==> src/rtl/cpt_pkg.sv <==
// Shared definitions for the compare/PWM timer: mode encoding and the
// register address map. Assumes a 4-bit register address bus.
package cpt_pkg;

    typedef enum logic [1:0] {
        MODE_BASIC = 2'b00,
        MODE_ASYM  = 2'b01,
        MODE_SYM   = 2'b10
    } tmr_mode_e;

    localparam int ADDR_CTRL   = 0;
    localparam int ADDR_RELOAD = 1;
    localparam int ADDR_CHAN   = 2;
    localparam int ADDR_IRQEN  = 3;
    localparam int ADDR_FLAG   = 4;
    localparam int ADDR_CMP0   = 8;

endpackage

==> src/rtl/cpt_regs.sv <==
// Register file and flag block: control, reload, channel enable and
// invert, and interrupt mask. It also holds the sticky overflow and
// match flags (cleared by writing 1), and makes the write strobes for
// the compare shadow registers. Assumes 2*NCH <= W and NCH+1 <= W.
module cpt_regs
    import cpt_pkg::*;
#(
    parameter int W   = 16,
    parameter int AW  = 4,
    parameter int NCH = 4
) (
    input  logic           clk,
    input  logic           rst_n,
    input  logic           wr_en,
    input  logic [AW-1:0]  wr_addr,
    input  logic [W-1:0]   wr_data,
    input  logic           reload_evt,
    input  logic [NCH-1:0] match_hit,
    output logic           run,
    output tmr_mode_e      mode,
    output logic           dir_dn,
    output logic [W-1:0]   reload_val,
    output logic [NCH-1:0] ch_en,
    output logic [NCH-1:0] ch_inv,
    output logic [NCH-1:0] cmp_wr,
    output logic           ovf_flag,
    output logic [NCH-1:0] cmp_flag,
    output logic           irq
);
    localparam int FW = NCH + 1;

    logic [FW-1:0] irq_en;
    logic wr_ctrl, wr_reload, wr_chan, wr_irqen, wr_flag;

    // Decode a write strobe for each register.
    always_comb begin
        wr_ctrl   = wr_en && (wr_addr == AW'(ADDR_CTRL));
        wr_reload = wr_en && (wr_addr == AW'(ADDR_RELOAD));
        wr_chan   = wr_en && (wr_addr == AW'(ADDR_CHAN));
        wr_irqen  = wr_en && (wr_addr == AW'(ADDR_IRQEN));
        wr_flag   = wr_en && (wr_addr == AW'(ADDR_FLAG));
        for (int i = 0; i < NCH; i++) begin
            cmp_wr[i] = wr_en && (wr_addr == AW'(ADDR_CMP0 + i));
        end
    end

    // Control register: run, mode (11 folds onto basic), direction.
    always_ff @(posedge clk) begin
        if (!rst_n) begin
            run    <= 1'b0;
            mode   <= MODE_BASIC;
            dir_dn <= 1'b0;
        end else if (wr_ctrl) begin
            run    <= wr_data[0];
            mode   <= (wr_data[2:1] == 2'b11) ? MODE_BASIC : tmr_mode_e'(wr_data[2:1]);
            dir_dn <= wr_data[3];
        end
    end

    // Reload value, channel enable/invert, and interrupt mask registers.
    always_ff @(posedge clk) begin
        if (!rst_n) begin
            reload_val <= '0;
            ch_en      <= '0;
            ch_inv     <= '0;
            irq_en     <= '0;
        end else begin
            if (wr_reload) reload_val <= wr_data;
            if (wr_chan) begin
                ch_en  <= wr_data[NCH-1:0];
                ch_inv <= wr_data[2*NCH-1:NCH];
            end
            if (wr_irqen) irq_en <= wr_data[FW-1:0];
        end
    end

    // Overflow flag: set by a reload event, cleared by writing 1 to bit 0.
    always_ff @(posedge clk) begin
        if (!rst_n)                     ovf_flag <= 1'b0;
        else if (reload_evt)            ovf_flag <= 1'b1;
        else if (wr_flag && wr_data[0]) ovf_flag <= 1'b0;
    end

    // Match flags: set by a channel match, cleared by writing 1 to bit i+1.
    always_ff @(posedge clk) begin
        if (!rst_n) begin
            cmp_flag <= '0;
        end else begin
            for (int i = 0; i < NCH; i++) begin
                if (match_hit[i])                   cmp_flag[i] <= 1'b1;
                else if (wr_flag && wr_data[i + 1]) cmp_flag[i] <= 1'b0;
            end
        end
    end

    // Interrupt request: any flag whose mask bit is set.
    assign irq = |({cmp_flag, ovf_flag} & irq_en);


    ovf_set_chk: assert property (@(posedge clk) disable iff (!rst_n)
        reload_evt |=> ovf_flag);


    ovf_clear_chk: assert property (@(posedge clk) disable iff (!rst_n)
        (wr_flag && wr_data[0] && !reload_evt) |=> !ovf_flag);

    for (genvar g = 0; g < NCH; g++) begin : g_flag_chk

        cmp_set_chk: assert property (@(posedge clk) disable iff (!rst_n)
            match_hit[g] |=> cmp_flag[g]);

        cmp_disabled_chk: assert property (@(posedge clk) disable iff (!rst_n)
            (!ch_en[g] && !cmp_flag[g] && !(wr_chan && wr_data[g])) |=> !cmp_flag[g]);
    end

endmodule

==> src/rtl/cpt_counter.sv <==
// Timer counter: steps the count according to the mode and flags the
// reload event (the start of a new period) combinationally from the
// current count. Symmetrical mode keeps its own direction state, which
// starts upward after reset. Holds its value when run is low.
module cpt_counter
    import cpt_pkg::*;
#(
    parameter int W = 16
) (
    input  logic         clk,
    input  logic         rst_n,
    input  logic         run,
    input  tmr_mode_e    mode,
    input  logic         dir_dn,
    input  logic [W-1:0] reload_val,
    output logic [W-1:0] cnt,
    output logic         reload_evt
);
    localparam logic [W-1:0] ONE = W'(1);

    logic going_dn;
    logic at_zero;
    logic at_top;

    // End-of-range detection shared by all modes.
    always_comb begin
        at_zero = (cnt == '0);
        at_top  = (cnt >= reload_val);
    end

    // Reload event: the cycle whose count ends the current period.
    always_comb begin
        unique case (mode)
            MODE_ASYM: reload_evt = at_zero;
            MODE_SYM:  reload_evt = going_dn && at_zero;
            default:   reload_evt = dir_dn ? at_zero : at_top;
        endcase
        reload_evt = reload_evt && run;
    end

    // Count update and direction tracking per mode.
    always_ff @(posedge clk) begin
        if (!rst_n) begin
            cnt      <= '0;
            going_dn <= 1'b0;
        end else if (run) begin
            unique case (mode)
                MODE_ASYM: begin
                    going_dn <= 1'b1;
                    cnt      <= at_zero ? reload_val : cnt - ONE;
                end
                MODE_SYM: begin
                    if (!going_dn) begin
                        if (at_top) begin
                            going_dn <= 1'b1;
                            cnt      <= at_zero ? '0 : cnt - ONE;
                        end else begin
                            cnt <= cnt + ONE;
                        end
                    end else if (at_zero) begin
                        going_dn <= 1'b0;
                        cnt      <= (reload_val == '0) ? '0 : ONE;
                    end else begin
                        cnt <= cnt - ONE;
                    end
                end
                default: begin
                    going_dn <= dir_dn;
                    if (dir_dn) cnt <= at_zero ? reload_val : cnt - ONE;
                    else        cnt <= at_top ? '0 : cnt + ONE;
                end
            endcase
        end
    end


    asym_down_chk: assert property (@(posedge clk) disable iff (!rst_n)
        (run && mode == MODE_ASYM && !at_zero) |=> (cnt == $past(cnt) - ONE));


    sym_step_chk: assert property (@(posedge clk) disable iff (!rst_n)
        (run && mode == MODE_SYM && reload_val != '0 && cnt <= reload_val)
        |=> (cnt == $past(cnt) + ONE || cnt == $past(cnt) - ONE));


    halt_hold_chk: assert property (@(posedge clk) disable iff (!rst_n)
        !run |=> $stable(cnt));

endmodule

==> src/rtl/cpt_channel.sv <==
// One compare channel: a shadow and an active compare register, match
// detection and the output level. The level is set or toggled by the
// mode's rule, and the polarity mux comes after it. The shadow passes
// to the active register at a reload event or while the timer is stopped.
module cpt_channel
    import cpt_pkg::*;
#(
    parameter int W = 16
) (
    input  logic         clk,
    input  logic         rst_n,
    input  logic         run,
    input  tmr_mode_e    mode,
    input  logic         enable,
    input  logic         invert,
    input  logic         wr_stb,
    input  logic [W-1:0] wr_data,
    input  logic [W-1:0] cnt,
    input  logic         reload_evt,
    output logic         match_hit,
    output logic         pin
);
    logic [W-1:0] shadow;
    logic [W-1:0] active;
    logic         level;

    // Shadow compare register written from the bus.
    always_ff @(posedge clk) begin
        if (!rst_n)      shadow <= '0;
        else if (wr_stb) shadow <= wr_data;
    end

    // Active compare register: loads at reload, or tracks while stopped.
    always_ff @(posedge clk) begin
        if (!rst_n)                   active <= '0;
        else if (!run || reload_evt)  active <= shadow;
    end

    // A match counts only while running on an enabled channel.
    assign match_hit = run && enable && (cnt == active);

    // Level update: asym sets at reload, clears on match; others toggle.
    always_ff @(posedge clk) begin
        if (!rst_n) begin
            level <= 1'b0;
        end else if (match_hit) begin
            level <= (mode == MODE_ASYM) ? 1'b0 : ~level;
        end else if (enable && mode == MODE_ASYM && reload_evt) begin
            level <= 1'b1;
        end
    end

    // Output polarity; a disabled channel drives low.
    assign pin = enable && (level ^ invert);


    level_hold_chk: assert property (@(posedge clk) disable iff (!rst_n)
        (!match_hit && !(mode == MODE_ASYM && reload_evt)) |=> $stable(level));


    asym_match_low_chk: assert property (@(posedge clk) disable iff (!rst_n)
        (match_hit && mode == MODE_ASYM) |=> !level);


    shadow_hold_chk: assert property (@(posedge clk) disable iff (!rst_n)
        (run && !reload_evt) |=> $stable(active));

endmodule

==> src/rtl/cmp_pwm_timer.sv <==
// Top of the four-channel compare/PWM timer. Joins the register block,
// the counter and one compare channel per output. Assumes the write
// data width equals the timer width.
module cmp_pwm_timer
    import cpt_pkg::*;
#(
    parameter int W   = 16,
    parameter int AW  = 4,
    parameter int NCH = 4
) (
    input  logic           clk,
    input  logic           rst_n,
    input  logic           wr_en,
    input  logic [AW-1:0]  wr_addr,
    input  logic [W-1:0]   wr_data,
    output logic [W-1:0]   count,
    output logic [NCH-1:0] cmp_out,
    output logic           ovf_flag,
    output logic [NCH-1:0] cmp_flag,
    output logic           irq
);
    logic           run;
    tmr_mode_e      mode;
    logic           dir_dn;
    logic [W-1:0]   reload_val;
    logic [NCH-1:0] ch_en;
    logic [NCH-1:0] ch_inv;
    logic [NCH-1:0] cmp_wr;
    logic [NCH-1:0] match_hit;
    logic           reload_evt;

    cpt_regs #(.W(W), .AW(AW), .NCH(NCH)) u_regs (
        .clk        (clk),
        .rst_n      (rst_n),
        .wr_en      (wr_en),
        .wr_addr    (wr_addr),
        .wr_data    (wr_data),
        .reload_evt (reload_evt),
        .match_hit  (match_hit),
        .run        (run),
        .mode       (mode),
        .dir_dn     (dir_dn),
        .reload_val (reload_val),
        .ch_en      (ch_en),
        .ch_inv     (ch_inv),
        .cmp_wr     (cmp_wr),
        .ovf_flag   (ovf_flag),
        .cmp_flag   (cmp_flag),
        .irq        (irq)
    );

    cpt_counter #(.W(W)) u_cnt (
        .clk        (clk),
        .rst_n      (rst_n),
        .run        (run),
        .mode       (mode),
        .dir_dn     (dir_dn),
        .reload_val (reload_val),
        .cnt        (count),
        .reload_evt (reload_evt)
    );

    for (genvar c = 0; c < NCH; c++) begin : g_ch
        cpt_channel #(.W(W)) u_ch (
            .clk        (clk),
            .rst_n      (rst_n),
            .run        (run),
            .mode       (mode),
            .enable     (ch_en[c]),
            .invert     (ch_inv[c]),
            .wr_stb     (cmp_wr[c]),
            .wr_data    (wr_data),
            .cnt        (count),
            .reload_evt (reload_evt),
            .match_hit  (match_hit[c]),
            .pin        (cmp_out[c])
        );
    end

endmodule

==> config.mk <==
export PLATFORM = sky130hd
export DESIGN_NAME = cmp_pwm_timer
export DESIGN_NICKNAME = d
export VERILOG_FILES = /design/src/rtl/cpt_pkg.sv /design/src/rtl/cpt_regs.sv /design/src/rtl/cpt_counter.sv /design/src/rtl/cpt_channel.sv /design/src/rtl/cmp_pwm_timer.sv
export SDC_FILE = /design/constraint.sdc
export NUM_CORES = 1
export LEC_CHECK = 0
export BUFFER_PORTS_ARGS = -buffer_cell sky130_fd_sc_hd__buf_2
export CAP_MARGIN = 20
export CORE_MARGIN = 2
export CORE_UTILIZATION = 48
export CTS_BUF_LIST = sky130_fd_sc_hd__clkbuf_4
export DETAILED_ROUTE_END_ITERATION = 12
export PLACE_DENSITY_LB_ADDON = 0.3
export SYNTH_ARGS = -nofsm -noshare
export SYNTH_HDL_FRONTEND = slang
export SYNTH_SLANG_ARGS = --single-unit
==> constraint.sdc <==
create_clock -name clk -period 4.4 [get_ports clk]
set_input_delay 0.88 -clock clk [delete_from_list [all_inputs] [get_ports clk]]
set_output_delay 0.88 -clock clk [all_outputs]
set_load 0.02 [all_outputs]
==> impl_metrics.toml <==
[logic_synthesis]
syn_inst = 1180
synth_commonest_cells = "dfxtp_1 (187), nand2_1 (171), nand3_1 (91)"
synth_xor_area_frac = 0.0796
synth_edf_count = 0
avgSynthCellArea_um2 = 8.30
synth.most_common_cell = "dfxtp_1"
synth-main-ff-cell = "dfxtp_1"
synthTopCellsByArea = "dfxtp_1 (38%), nand2_1 (6.6%), mux2i_1 (6.5%)"
synth.top_cell.area_share = 0.382
syn_nets = 1224
ys_types = 68
ys_warn_count = 0
synth.area.mux_share = 0.0654
synth_top_family_by_area = "simple AND/OR/NAND/NOR gates"
yosysTopAreaCell = "dfxtp_1"
async_flop_share = 0
synth-seq-cells = 187
yosysSeqAreaShare = 0.382
synth_simple_gate_area_frac = 0.237
netlist_area_mm2 = 0.00979
synthAdderAreaFrac = 0.0268
synth_compound_area_frac = 0.154

[setup_path]
startpoint = "u_cnt.cnt[14]"
worstSetupStartpointType = "flop"
rr_startpoint = "u_cnt.cnt[14]"
worstSetupPathType = "flop to flop"
end_kind = "flop"
arrival_ns = 3.98
r2r_cells = 9
path_common_cell = "or4_1"
r2r_end = "u_cnt.cnt[11]"
path_cells = "ha_1 -> nand4_1 -> or4_1 -> o31ai_2 -> or4_1 -> buf_4 -> o21ai_0 -> a221oi_1 -> a21oi_1"
crit_slowest_cell = "dfxtp_1"
cp_data_required_time_ns = 4.88
critPathMaxStageDelay_ns = 0.74
rrSetupSlack_ns = 0.91
cp_max_fo = 16

[sta]
fmax_mhz = 286
finalSetupViolCount = 0
fin_skew_ns = 0.0285
tightest_slew_ns = 0.847
slew_viol_final = 0
fin_crit_sh = 0.794
tns_ns = 0
period_minus_slack_ns = 3.49
hold_slack_ns = 0.460
relSlewSlack = 0.427
hold_viol = 0
rsz0062_at_grt = "false"

[place]
gp_congestion = 0.953
io_buffer_count = 48
dp_hpwl_um = 18400
placed_area_mm2 = 0.0102

[final_layout]
area_growth_pct = 7.32
layout-drive-gt1-share = 0.108
finalNetCount = 1217
stdcell_area_mm2 = 0.0105

[die]
die_w_um = 147
rows = 52
fp.dieH_um = 147
pin_count = 49
die_area_mm2 = 0.0216
core_mm2 = 0.0201
initial_core_util = 0.487

[status]
status = "completed"

[pwr]
power_leakage_uw = 0.00388
total_power_uw = 3070
peakVddDrop_uv = 233
p_per_area_mw_per_mm2 = 292

[routing]
via_count = 8272
wl_per_cell_um = 18.4
firstDrtPassIters = 6
routed_via_density = 5.68
route.antenna.remaining_nets = 0
routed_wirelength_um = 26800
drc = 0
drt_iter0_drc = 704

[grt]
grt_pass1_wl_um = 42900
grt_usage = 0.252
antenna_found_initial = 1
grt_max_degree = 107
grt_pass1_vias = 7734
gr-total-overflow = 0

[clocking]
htreeDepth = 4
ctsHoldBuffers = 0
insertion_delay_ns = 0.58
cts_resized = 0
cts.sinks = 187
post_cts_buffers = 0
cts_buffer_depth = 2
cts_root_buffer = "clkbuf_4"
cts_tree = "yes"
numCtsBuffers = 17
clk_pin_slew_ns = 0.17

[job]
cap_viol_max_count = 0

[worst_hold_path]
hold_start = "g_ch[2].u_ch.shadow[2]"
hold_depth = 2
hold_end = "g_ch[2].u_ch.active[2]"
hp-class = "flop to flop"
## critical path, delay by kind of cell (launching register included)
family	cells	cell delay, ns
DFF	1	0.74
adders and majority gates	1	0.26
and+or+nand+nor	3	1.04
buffers and inverters	1	0.20
AOI/OAI and AO/OA	4	1.16
## flip-flops by register name (all words and copies together) (netlist names), 2 cells and up
name               cells
u_regs.mode            2
u_regs.reload_val     16
u_cnt.cnt             16
g_ch.u_ch.active      64
g_ch.u_ch.shadow      64
u_regs.ch_inv          4
u_regs.cmp_flag        4
u_regs.irq_en          5
u_regs.ch_en           4
g_ch.u_ch.level        4
## worst max-delay path by stage
stage | to | slack (ns) | depth (start not counted)
final | u_cnt.cnt[11] | 0.91 | 9
after global routing | u_cnt.cnt[11] | 0.57 | 9
after CTS | u_cnt.cnt[10] | 0.95 | 9
after detailed placement | u_cnt.cnt[10] | 0.99 | 9
after global placement | u_cnt.cnt[10] | 1.13 | 9
after floorplan | g_ch[0].u_ch.active[10] | 0.97 | 14
## power by group
| group | internal [uW] | switching, uW | leakage [uW] | total [uW] |
|---|---|---|---|---|
| clock network | 322 | 669 | 0.000162 | 990 |
| logic | 119 | 237 | 0.00221 | 357 |
| registers | 1710 | 13.8 | 0.00151 | 1730 |
## area by class of cell
| type | count | area, um^2 |
|---|---|---|
| fillers | 1931 | 9600 |
| multi-input cells | 864 | 5540 |
| flip-flops and latches | 187 | 3740 |
| repair buffers | 78 | 500 |
| well taps | 270 | 338 |
| clock inverters | 13 | 144 |
| clock buffers | 19 | 143 |
| inverters | 25 | 93.8 |
| diodes | 1 | 2.50 |
## layer usage
metal / vias up / share of wire / track usage
li1: 4086 / - / -
met1: 3926 / 0.46 / 0.337
met2: 216 / 0.47 / 0.415
met5: - / 0 / 0
met3: 44 / 0.053 / 0.0475
met4: 0 / 0.023 / 0.0757
## logic make-up after synthesis
| family | after synthesis |
|---|---|
| AOI/OAI and AO/OA | 226 |
| xor gates and xnor gates | 89 |
| DFF | 187 |
| and+or+nand+nor | 464 |
| adders and majority gates | 21 |
| muxes | 64 |
| buffers and inverters | 129 |
## cells in the final DEF, fill, tap and decap left out, drive strengths merged, types with 19 or more instances in the layout
master	Yosys	final
ha	21	21
xnor2	55	55
inv	25	34
nor2	33	33
nand3	91	91
mux2i	64	64
nor2b	64	64
dfxtp	187	187
a21boi	38	38
buf	33	78
clkbuf	71	19
nand2	171	171
xor2	34	34
o21ai	89	89
## stage by stage
stage / util / setup WS, ns / instances
floorplan: - / 0.970 / 1180
global placement: 0.508 / 1.13 / 1423
detailed placement: 0.508 / 0.985 / 1424
CTS: 0.522 / 0.951 / 1456
global route: 0.523 / 0.566 / 1457
finish: 0.523 / 0.907 / 1457
(Power assumes the default switching activity.)
